$ cat config.mk
export PLATFORM = sky130hd
export DESIGN_NAME = wdiv_top
export DESIGN_NICKNAME = d
export VERILOG_FILES = /design/src/rtl/wdiv_pkg.sv /design/src/rtl/wdiv_sel_decode.sv /design/src/rtl/wdiv_counter.sv /design/src/rtl/wdiv_out_stage.sv /design/src/rtl/wdiv_top.sv
export SDC_FILE = /design/constraint.sdc
export NUM_CORES = 1
export LEC_CHECK = 0
export ABC_AREA = 1
export BUFFER_PORTS_ARGS = -buffer_cell sky130_fd_sc_hd__buf_2
export CAP_MARGIN = 0
export CORE_ASPECT_RATIO = 0.9
export CORE_MARGIN = 2
export CORE_UTILIZATION = 50
export DETAILED_ROUTE_END_ITERATION = 10
export PLACE_DENSITY = 0.66
export SLEW_MARGIN = 20
export SYNTH_ARGS = -nofsm -noshare
export SYNTH_HDL_FRONTEND = slang
export SYNTH_SLANG_ARGS = --single-unit
export TNS_END_PERCENT = 100
$ cat constraint.sdc
create_clock -name clk -period 5.34 [get_ports clk]
set_clock_uncertainty 0.1 [all_clocks]
set_input_delay 0.267 -clock clk [delete_from_list [all_inputs] [get_ports clk]]
set_output_delay 0.267 -clock clk [all_outputs]
set_load 0.005 [all_outputs]
$ cat src/rtl/wdiv_pkg.sv
package wdiv_pkg;

    localparam int GROUP_N = 3;

    typedef struct packed {
        logic               x64;
        logic               x60;
        logic [GROUP_N-1:0] grp;   // bit0 weight WG0, bit1 WG1, bit2 WG2
    } sel_t;

    typedef enum logic [1:0] {
        ACT_HOLD,
        ACT_RESTART,
        ACT_STEP,
        ACT_WRAP
    } act_e;

    function automatic longint unsigned worst_half(
        input int base_log2, input int x64_log2, input int w60,
        input int wg0, input int wg1, input int wg2);
        longint unsigned gmax;
        gmax = longint'(wg0);
        if (longint'(wg1) > gmax) gmax = longint'(wg1);
        if (longint'(wg2) > gmax) gmax = longint'(wg2);
        return (longint'(1) << (base_log2 - 1 + x64_log2)) * longint'(w60) * gmax;
    endfunction

    function automatic logic grp_conflict(input logic [GROUP_N-1:0] g);
        return (g & (g - GROUP_N'(1))) != '0;
    endfunction

endpackage

$ cat src/rtl/wdiv_sel_decode.sv
module wdiv_sel_decode
    import wdiv_pkg::*;
#(
    parameter int BASE_LOG2 = 11,
    parameter int X64_LOG2  = 6,
    parameter int W60       = 60,
    parameter int WG0       = 3,
    parameter int WG1       = 10,
    parameter int WG2       = 30,
    parameter int HALF_W    = 27
) (
    input  sel_t              sel,
    output logic [HALF_W-1:0] half,
    output logic              lock
);

    localparam int GW [GROUP_N] = '{WG0, WG1, WG2};
    localparam logic [HALF_W-1:0] BASE_HALF = HALF_W'(1) << (BASE_LOG2 - 1);

    logic [HALF_W-1:0] grp_term [GROUP_N];
    logic [HALF_W-1:0] grp_mult;
    logic [HALF_W-1:0] pow_part;
    logic [HALF_W-1:0] w60_mult;

    for (genvar g = 0; g < GROUP_N; g++) begin : g_grp
        assign grp_term[g] = sel.grp[g] ? HALF_W'(GW[g]) : '0;
    end

    always_comb begin
        grp_mult = HALF_W'(1);
        for (int i = 0; i < GROUP_N; i++) begin
            if (sel.grp[i]) grp_mult = grp_term[i];
        end
    end

    assign pow_part = sel.x64 ? (BASE_HALF << X64_LOG2) : BASE_HALF;
    assign w60_mult = sel.x60 ? HALF_W'(W60) : HALF_W'(1);
    assign half     = pow_part * w60_mult * grp_mult;
    assign lock     = grp_conflict(sel.grp);

endmodule

$ cat src/rtl/wdiv_counter.sv
module wdiv_counter
    import wdiv_pkg::*;
#(
    parameter int HALF_W = 27
) (
    input  logic              clk,
    input  logic              rst,
    input  logic              hold,
    input  logic [HALF_W-1:0] half,
    output logic [HALF_W-1:0] cnt_q,
    output logic              wrap
);

    act_e act;

    always_comb begin
        if (hold)                       act = ACT_HOLD;
        else if (cnt_q >= half)         act = ACT_RESTART;
        else if (cnt_q == half - HALF_W'(1)) act = ACT_WRAP;
        else                            act = ACT_STEP;
    end

    assign wrap = (act == ACT_WRAP);

    always_ff @(posedge clk) begin
        if (rst) begin
            cnt_q <= '0;
        end else begin
            unique case (act)
                ACT_HOLD:    cnt_q <= cnt_q;
                ACT_RESTART: cnt_q <= '0;
                ACT_WRAP:    cnt_q <= '0;
                ACT_STEP:    cnt_q <= cnt_q + HALF_W'(1);
                default:     cnt_q <= cnt_q;
            endcase
        end
    end

endmodule

$ cat src/rtl/wdiv_out_stage.sv
module wdiv_out_stage (
    input  logic clk,
    input  logic rst,
    input  logic wrap,
    input  logic phase_sel,
    output logic div_q,
    output logic aux,
    output logic aux_pull
);

    always_ff @(posedge clk) begin
        if (rst)       div_q <= 1'b0;
        else if (wrap) div_q <= ~div_q;
    end

    assign aux      = phase_sel ? div_q : ~div_q;
    assign aux_pull = ~aux;

endmodule

$ cat src/rtl/wdiv_top.sv
module wdiv_top
    import wdiv_pkg::*;
#(
    parameter int BASE_LOG2 = 11,
    parameter int X64_LOG2  = 6,
    parameter int W60       = 60,
    parameter int WG0       = 3,
    parameter int WG1       = 10,
    parameter int WG2       = 30
) (
    input  logic clk,
    input  logic rst,
    input  logic stop,
    input  logic phase_sel,
    input  logic sel_x64,
    input  logic sel_x60,
    input  logic sel_x3,
    input  logic sel_x10,
    input  logic sel_x30,
    output logic div_out,
    output logic aux_out,
    output logic aux_drive_low,
    output logic sel_lock
);

    localparam longint unsigned MAX_HALF =
        worst_half(BASE_LOG2, X64_LOG2, W60, WG0, WG1, WG2);
    localparam int HALF_W = $clog2(MAX_HALF + 1);

    sel_t              sel;
    logic [HALF_W-1:0] half_val;
    logic [HALF_W-1:0] cnt_q;
    logic              wrap;
    logic              freeze;

    assign sel.x64 = sel_x64;
    assign sel.x60 = sel_x60;
    assign sel.grp = {sel_x30, sel_x10, sel_x3};

    wdiv_sel_decode #(
        .BASE_LOG2(BASE_LOG2), .X64_LOG2(X64_LOG2), .W60(W60),
        .WG0(WG0), .WG1(WG1), .WG2(WG2), .HALF_W(HALF_W)
    ) u_dec (
        .sel  (sel),
        .half (half_val),
        .lock (sel_lock)
    );

    assign freeze = stop | sel_lock;

    wdiv_counter #(.HALF_W(HALF_W)) u_cnt (
        .clk   (clk),
        .rst   (rst),
        .hold  (freeze),
        .half  (half_val),
        .cnt_q (cnt_q),
        .wrap  (wrap)
    );

    wdiv_out_stage u_out (
        .clk       (clk),
        .rst       (rst),
        .wrap      (wrap),
        .phase_sel (phase_sel),
        .div_q     (div_out),
        .aux       (aux_out),
        .aux_pull  (aux_drive_low)
    );

endmodule

==> flow_summary_export.csv, run 1 <==
group,metric,value,unit
status,status,"completed",
final_layout,area_growth_syn_to_layout,5.63,%
sta,fin_crit_sh,90.5,%
sta,final_hold_viol_count,0,
floorplanning,die_w,103,um
yosys,synth-simple-area-share,42.0,%
worst_setup_path,worstSetupPathType,"input pin to flip-flop",
sta,slew_viol_final,0,
worst_setup_path,r2r_cells,16,
sta,rsz0062_at_grt,"false",
floorplanning,num_io_pins,13,
clocking,cts_tree,"built",
yosys,syn_avg_cell_area,6.18,um2
routing,wl_per_cell,12.3,um
final_layout,fin_nets,793,
flow_run,drv_cap,0,
grt,grt_use_total,22.9,%
power,leakagePower,2.40,nW
floorplanning,start_util,51.6,%
power,power_density,172,mW/mm2
clocking,cts_inserted_buffers,3,
sta,hold_ws,365,ps
clocking,cts_hold_buffers,0,
place,dpl_cell_area,0.00458,mm2
clocking,clockBufferDepth,2,
floorplanning,core_area,0.00857,mm2
grt,use_met3,4.63,%
grt,grt_max_degree,29,
routing,vias,4262,
sta,fmax,207,MHz
hold_path,hold_path_class,"input pin to flip-flop",
routing,antenna_left,0,
hold_path,hold-path-endpoint,"u_out.div_q$_SDFFE_PP0N_",
yosys,synth.distinct_cells,39,
yosys,synth_adder_area_share,19.4,%
sta,finalCriticalPeriod,4830,ps
floorplanning,die-height,93.2,um
floorplanning,rows,32,
grt,top_usage_layer,"met2",
yosys,synth_top_family_by_area,"simple AND/OR/NAND/NOR gates",
worst_setup_path,crit_fanout,25,
place,place_hpwl,8.61,mm
routing,viasPerCell,5.07,
hold_path,whs_path_depth,2,
clocking,cts_resized,0,
clocking,clock_latency,270,ps
worst_setup_path,cp-end-kind,"flip-flop",
worst_setup_path,ff2ff_setup_slack,2540,ps
yosys,synth_warnings,0,
grt,grt_use_met2,36.6,%
sta,slew_headroom,59.6,%
worst_setup_path,critPathLaunchType,"input pin",
final_layout,final_util,54.5,%
sta,tightest_slew,604,ps
yosys,syn_area,0.00442,mm2
routing,drt_iter0_markers,237,
grt,grt_first_pass_wirelength,18.2,mm
clocking,cts.clk_slew.worst_paths,90,ps
yosys,synthMuxAreaShare,0,%
sta,setup_tns,0,ps
clocking,cts_sinks,28,
final_layout,postLayoutCellArea,0.00467,mm2
hold_path,hold_start,"rst",
clocking,htreeDepth,1,
place,portBuffers,12,
yosys,synth-seq-cells,28,
clocking,cts_post_setup_buffers_inserted,0,
clocking,cts_root_buffer,"clkbuf_8",
routing,routed_wl,10.3,mm
routing,drc_errors,0,
grt,use_met1,33.3,%
power,vdd_ir_drop_max,0.134,mV
grt,antenna_found_initial,0,
yosys,synth-xor-area-share,7.98,%
worst_setup_path,r2r_start,"u_cnt.cnt_q[0]$_SDFFE_PP0P_",
place,routabilityCongestion,0.921,
sta,setup_viol,0,
worst_setup_path,arrival,4870,ps
final_layout,diodes,0,
grt,grt_pass1_vias,4012,
final_layout,drive_above_1_share,10.4,%
yosys,synthCells,715,
power,p_total,0.801,mW
yosys,synth_compound_area_share,6.11,%
worst_setup_path,worst_r2r_endpoint,"u_cnt.cnt_q[21]$_SDFFE_PP0P_",
worst_setup_path,required,5380,ps
grt,overflow,0,
yosys,yosysSeqAreaShare,12.7,%
routing,drt-pass1-iter-count,7,
floorplanning,fp.dieArea,0.00961,mm2
synth_stat cells:
library cell | count | share of area (%)
nand2_1 | 206 | 17
inv_1 | 112 | 9.5
nand3_1 | 80 | 9.1
nor2_1 | 57 | 4.8
ha_1 | 50 | 14
a21oi_1 | 40 | 4.5
dfxtp_1 | 28 | 13
xor2_1 | 28 | 5.5
nand2_2 | 15 | 2.1
nand3_2 | 13 | 2.9
fa_1 | 11 | 5.0
nand4_1 | 9 | 1.3
nor2_2 | 8 | 1.1
clkbuf_1 | 7 | 0.59
xnor2_1 | 7 | 1.4
nor3_1 | 6 | 0.68
o21ai_0 | 6 | 0.68
or2_2 | 4 | 0.57
buf_2 | 3 | 0.34
buf_6 | 2 | 0.51
inv_2 | 2 | 0.17
nand3b_1 | 2 | 0.34
nor2_4 | 2 | 0.51
nor4_2 | 2 | 0.57
a21o_1 | 1 | 0.17
a21oi_2 | 1 | 0.20
buf_1 | 1 | 0.085
buf_4 | 1 | 0.17
buf_8 | 1 | 0.34
clkinv_1 | 1 | 0.085
conb_1 | 1 | 0.085
maj3_1 | 1 | 0.23
nand2_4 | 1 | 0.25
nor3_2 | 1 | 0.23
o2111ai_1 | 1 | 0.20
o211ai_1 | 1 | 0.17
o21a_1 | 1 | 0.17
xnor3_1 | 1 | 0.51
xnor3_2 | 1 | 0.54
cell usage in the layout (no fill, tap or decap), types with 6 or more instances in the layout:
cell     netlist  layout
o21ai_0        6       6
nand4_1        9       9
fa_1          11      11
nand3_1       80      80
nand2_1      206     206
nor2_1        57      55
buf_2          3      12
nor2_2         8       9
inv_1        112     112
dfxtp_1       28      28
a21oi_1       40      40
xnor2_1        7       7
ha_1          50      49
nand3_2       13      13
xor2_1        28      28
nand2_2       15      15
layout make-up:
class                      count  area (um2)
clock inverter                 1        30.0
sequential                    28         561
fill                         896        3900
timing repair buffer          17        97.6
tap                          119         149
multi-input combinational    558        3360
inverter                     115         432
clock buffer                   3        41.3
critical path, stage by stage:
cell       delay, ps
buf_2            140
nand2_1          110
nor2_1           220
inv_1            120
ha_1             290
inv_1             70
fa_1             520
fa_1             490
ha_1             370
nand2_1          130
inv_1             60
a21oi_2          200
nor2_1            60
nor2_1           140
nand2_1           80
nand2_1           70
nand2_2           60
ha_1             300
nand2_1           80
inv_1             60
nand3_1           90
nor3_2           160
o2111ai_1        150
nand3_1          130
nor2_2            40
buf_4            250
nand3_1          120
a21oi_1           70
state kept, by name (all words and copies together), names as in the netlist:
name,flops
u_out.div_q,1
u_cnt.cnt_q,27
logic make-up after synthesis:
kind of cell	count (synthesis)
AO/OA/AOI/OAI	51
flip-flops	28
adder cells (fa/ha/maj)	62
XOR/XNOR	37
AND/OR/NAND/NOR	406
buffers and inverters	130
other	1
per-stage QoR:
stage          setup WS (ps)  std cells
3_3_place_gp             225        837
3_5_place_dp            63.3        837
4_1_cts                  344        841
6_report                 509        841
5_1_grt                 51.5        841
2_1_floorplan            748        716
power breakdown:
part	switching, mW	total [mW]	leakage (nW)	internal, mW
registers	0.00100	0.211	0.226	0.210
logic	0.282	0.425	2.14	0.143
clock network	0.0653	0.166	0.0357	0.100
worst max-delay path by stage:
stage | start | to | slack (ps) | depth (start not counted)
floorplan | sel_x64 | u_cnt.cnt_q[8]$_SDFFE_PP0P_ | 750 | 28
global placement | sel_x64 | u_cnt.cnt_q[24]$_SDFFE_PP0P_ | 220 | 28
detailed placement | sel_x64 | u_cnt.cnt_q[20]$_SDFFE_PP0P_ | 60 | 28
CTS | sel_x64 | u_cnt.cnt_q[20]$_SDFFE_PP0P_ | 340 | 28
global route | sel_x64 | u_cnt.cnt_q[20]$_SDFFE_PP0P_ | 50 | 31
finish | sel_x64 | u_cnt.cnt_q[20]$_SDFFE_PP0P_ | 510 | 28
metal layers:
metal	wire length (um)	share of wire (%)
met3	492	4.8
met5	0	0
met1	5250	51
met2	4530	44
met4	75	0.72
Power figures use the tool's default switching activity.
==> inputs of run 2 (changes only) <==
--- a/config.mk
+++ b/config.mk
@@ -16,5 +16,6 @@
 export SLEW_MARGIN = 20
 export SYNTH_ARGS = -nofsm -noshare
 export SYNTH_HDL_FRONTEND = slang
+export SYNTH_HIERARCHICAL = 1
 export SYNTH_SLANG_ARGS = --single-unit
 export TNS_END_PERCENT = 100
==> run 2 against run 1 <==
  * The flow now finishes with violations (negative setup slack)
  * Synthesized cell count up 24%
  * Non-clock buffer count up 93
  * Critical path depth up 10
  * Sequential power about the same
  * Register-to-register slack better by 200 ps
  * Final area up 72%
==> flow_summary_export.csv, run 2 <==
group,metric,value,unit
status,status,"finished, violations left",
status,violations,"negative setup slack",
power,power_switching_share,41.8,%
worst_setup_path,r2r_cells,16,
power,pwr-share-clk,16.9,%
yosys,yosysSeqAreaShare,9.62,%
hold_path,whs_path_depth,2,
floorplanning,rows,37,
clocking,cts_hold_buffers,0,
worst_setup_path,critPathLaunchType,"input pin",
worst_setup_path,path_common_cell,"ha_4",
sta,fin_crit_sh,107,%
sta,setup_viol,28,
power,power_density,164,mW/mm2
power,vdd_ir_drop_max,0.159,mV
clocking,clock_latency,270,ps
power,p_int,0.770,mW
clocking,clockBufferDepth,2,
final_layout,final_cell_mix,"nand2_1, inv_1, nor2_1",
final_layout,reg_top3,"u_cnt/cnt_q x27, u_out/div_q x1",
worst_setup_path,cp-end-kind,"flip-flop",
sta,slew_viol_final,0,
yosys,synth-seq-cells,28,
routing,vias,6148,
worst_setup_path,ff2ff_setup_slack,2740,ps
grt,grt_pass1_vias,6055,
power,p_total,1.32,mW
yosys,ys.flop_type,"dfxtp_1",
sta,rsz0062_at_grt,"true",
final_layout,largest_reg_flops,27,
clocking,cts_inserted_buffers,3,
hold_path,hold_start,"rst",
yosys,synth_warnings,6,
worst_setup_path,required,5430,ps
sta,finalCriticalPeriod,5740,ps
yosys,synthCells,885,
place,portBuffers,12,
yosys,synth_most_common_cell,"nand2_1",
clocking,cts_sinks,28,
worst_setup_path,arrival,5820,ps
power,leakagePower,3.76,nW
yosys,synth_top_area_share,21.2,%
grt,grt_first_pass_wirelength,28.5,mm
place,place_hpwl,12.9,mm
grt,grt_max_degree,30,
worst_setup_path,critPathSlowestCell,"fa_1",
grt,antenna_found_initial,0,
sta,slew_headroom,59.2,%
floorplanning,core_area,0.0114,mm2
final_layout,final_common_cell,"nand2_1",
hold_path,hold_path_class,"input pin to flip-flop",
clocking,cts.clk_slew.worst_paths,70,ps
floorplanning,die_w,118,um
worst_setup_path,cp_slowest_stage_delay,550,ps
sta,setup_tns,-9880,ps
sta,tightest_slew,613,ps
final_layout,fillers,904,
routing,wl_per_cell,15.6,um
worst_setup_path,r2r_start,"u_cnt/cnt_q[0]$_SDFFE_PP0P_",
worst_setup_path,crit_fanout,7,
final_layout,fin_nets,1104,
grt,overflow,0,
routing,drc_errors,0,
floorplanning,fp.dieArea,0.0125,mm2
hold_path,hold-path-endpoint,"u_cnt/cnt_q[6]$_SDFFE_PP0P_",
worst_setup_path,worstSetupPathType,"input pin to flip-flop",
sta,final_hold_viol_count,0,
floorplanning,die-height,106,um
flow_run,drv_cap,0,
final_layout,drive_above_1_share,31.2,%
routing,drt_iter0_markers,389,
clocking,cts_root_buffer,"clkbuf_16",
routing,drt-pass1-iter-count,5,
power,p_seq_share,15.9,%
yosys,syn_avg_cell_area,6.59,um2
sta,fmax,174,MHz
place,routabilityCongestion,0.905,
clocking,cts_tree,"built",
yosys,synth_edf_count,0,
floorplanning,start_util,51.2,%
sta,layout_setup_ws,-396,ps
final_layout,largest-register,"u_cnt/cnt_q",
sta,hold_ws,410,ps
yosys,synth_area_leaders,"ha_1, nand2_1, dfxtp_1",
power,power.switching,0.553,mW
yosys,syn_area,0.00583,mm2
clocking,htreeDepth,1,
routing,viasPerCell,5.42,
final_layout,area_growth_syn_to_layout,38.0,%
yosys,synthTopCellsByCount,"nand2_1, inv_1, ha_1",
routing,antenna_left,0,
final_layout,diodes,0,
routing,routed_wl,17.7,mm
power,comb_power_share,67.2,%
floorplanning,num_io_pins,13,
grt,grt_use_total,27.3,%
yosys,yosys.area.top_type,"ha_1",
yosys,synthArstFlopShare,0,%
worst_setup_path,worst_r2r_endpoint,"u_cnt/cnt_q[12]$_SDFFE_PP0P_",
yosys,synth.distinct_cells,47,
run 2: metrics by stage:
stage	setup WS (ps)	cell area (um2)	util [%]	cells
floorplan	-242	6110	-	894
global placement	-699	6710	58.9	1099
detailed placement	-917	6710	58.9	1099
CTS	-279	7600	66.8	1128
global route	-605	8040	70.6	1135
finish	-396	8040	70.6	1135
run 2: cell families (layout without fill, tap and decap cells):
| logic type | Yosys count | count (layout) | synth area share [%] |
|---|---|---|---|
| fa+ha+maj | 115 | 115 | 26.7 |
| flops | 28 | 28 | 9.62 |
| buf+inv | 186 | 271 | 13.2 |
| xor+xnor | 60 | 60 | 9.38 |
| compound gates | 74 | 74 | 6.72 |
| simple gates | 420 | 420 | 34.2 |
| other cells | 2 | 11 | 0.129 |
run 2: worst max-delay path by stage:
stage                                         endpoint  slack (ps)    start
after floorplan           u_cnt/cnt_q[11]$_SDFFE_PP0P_        -240  sel_x30
final                     u_cnt/cnt_q[20]$_SDFFE_PP0P_        -400  sel_x30
after global placement    u_cnt/cnt_q[23]$_SDFFE_PP0P_        -700  sel_x30
after detailed placement   u_cnt/cnt_q[4]$_SDFFE_PP0P_        -920  sel_x30
after global routing      u_cnt/cnt_q[12]$_SDFFE_PP0P_        -610  sel_x30
after CTS                     u_out/div_q$_SDFFE_PP0P_        -280  sel_x30
run 2: final cells by class:
cell class	instances	area (um2)	share of cell area, %
multi-input cells	680	5510	68.5
clock buffers	3	75.1	0.933
inverters	157	628	7.81
repair buffers	110	1040	13.0
flip-flops and latches	28	561	6.97
well taps	156	195	2.43
clock inverters	1	30.0	0.373
run 2: repair_timing:
action	CTS	global route
gates resized for setup	97	73
buffers inserted	23	6
pin swaps	43	58
endpoints found under the setup margin	28	28
cloned	3	1
run 2: critical path: cells and delay by family:
family | cells | cell delay [ps]
adder cells (fa/ha/maj) | 9 | 2790
AND/OR/NAND/NOR | 16 | 1440
buffers and inverters | 10 | 910
AO/OA/AOI/OAI | 3 | 390
run 2: routing by layer:
layer / up-vias / global-route usage [%] / routed length [um]
met5: - / 0 / 0
met4: 0 / 5.59 / 239
met3: 26 / 1.88 / 1030
met2: 214 / 46.5 / 8310
met1: 2931 / 38.1 / 8120
li1: 2977 / - / -
run 2: power groups by stage:
stage | registers (mW) | logic (mW) | clock network [mW]
finish | 0.211 | 0.888 | 0.224
CTS | 0.211 | 0.789 | 0.227
detailed placement | 0.216 | 0.672 | 0
global route | 0.211 | 0.972 | 0.234
global placement | 0.215 | 0.652 | 0
floorplan | 0.215 | 0.463 | 0
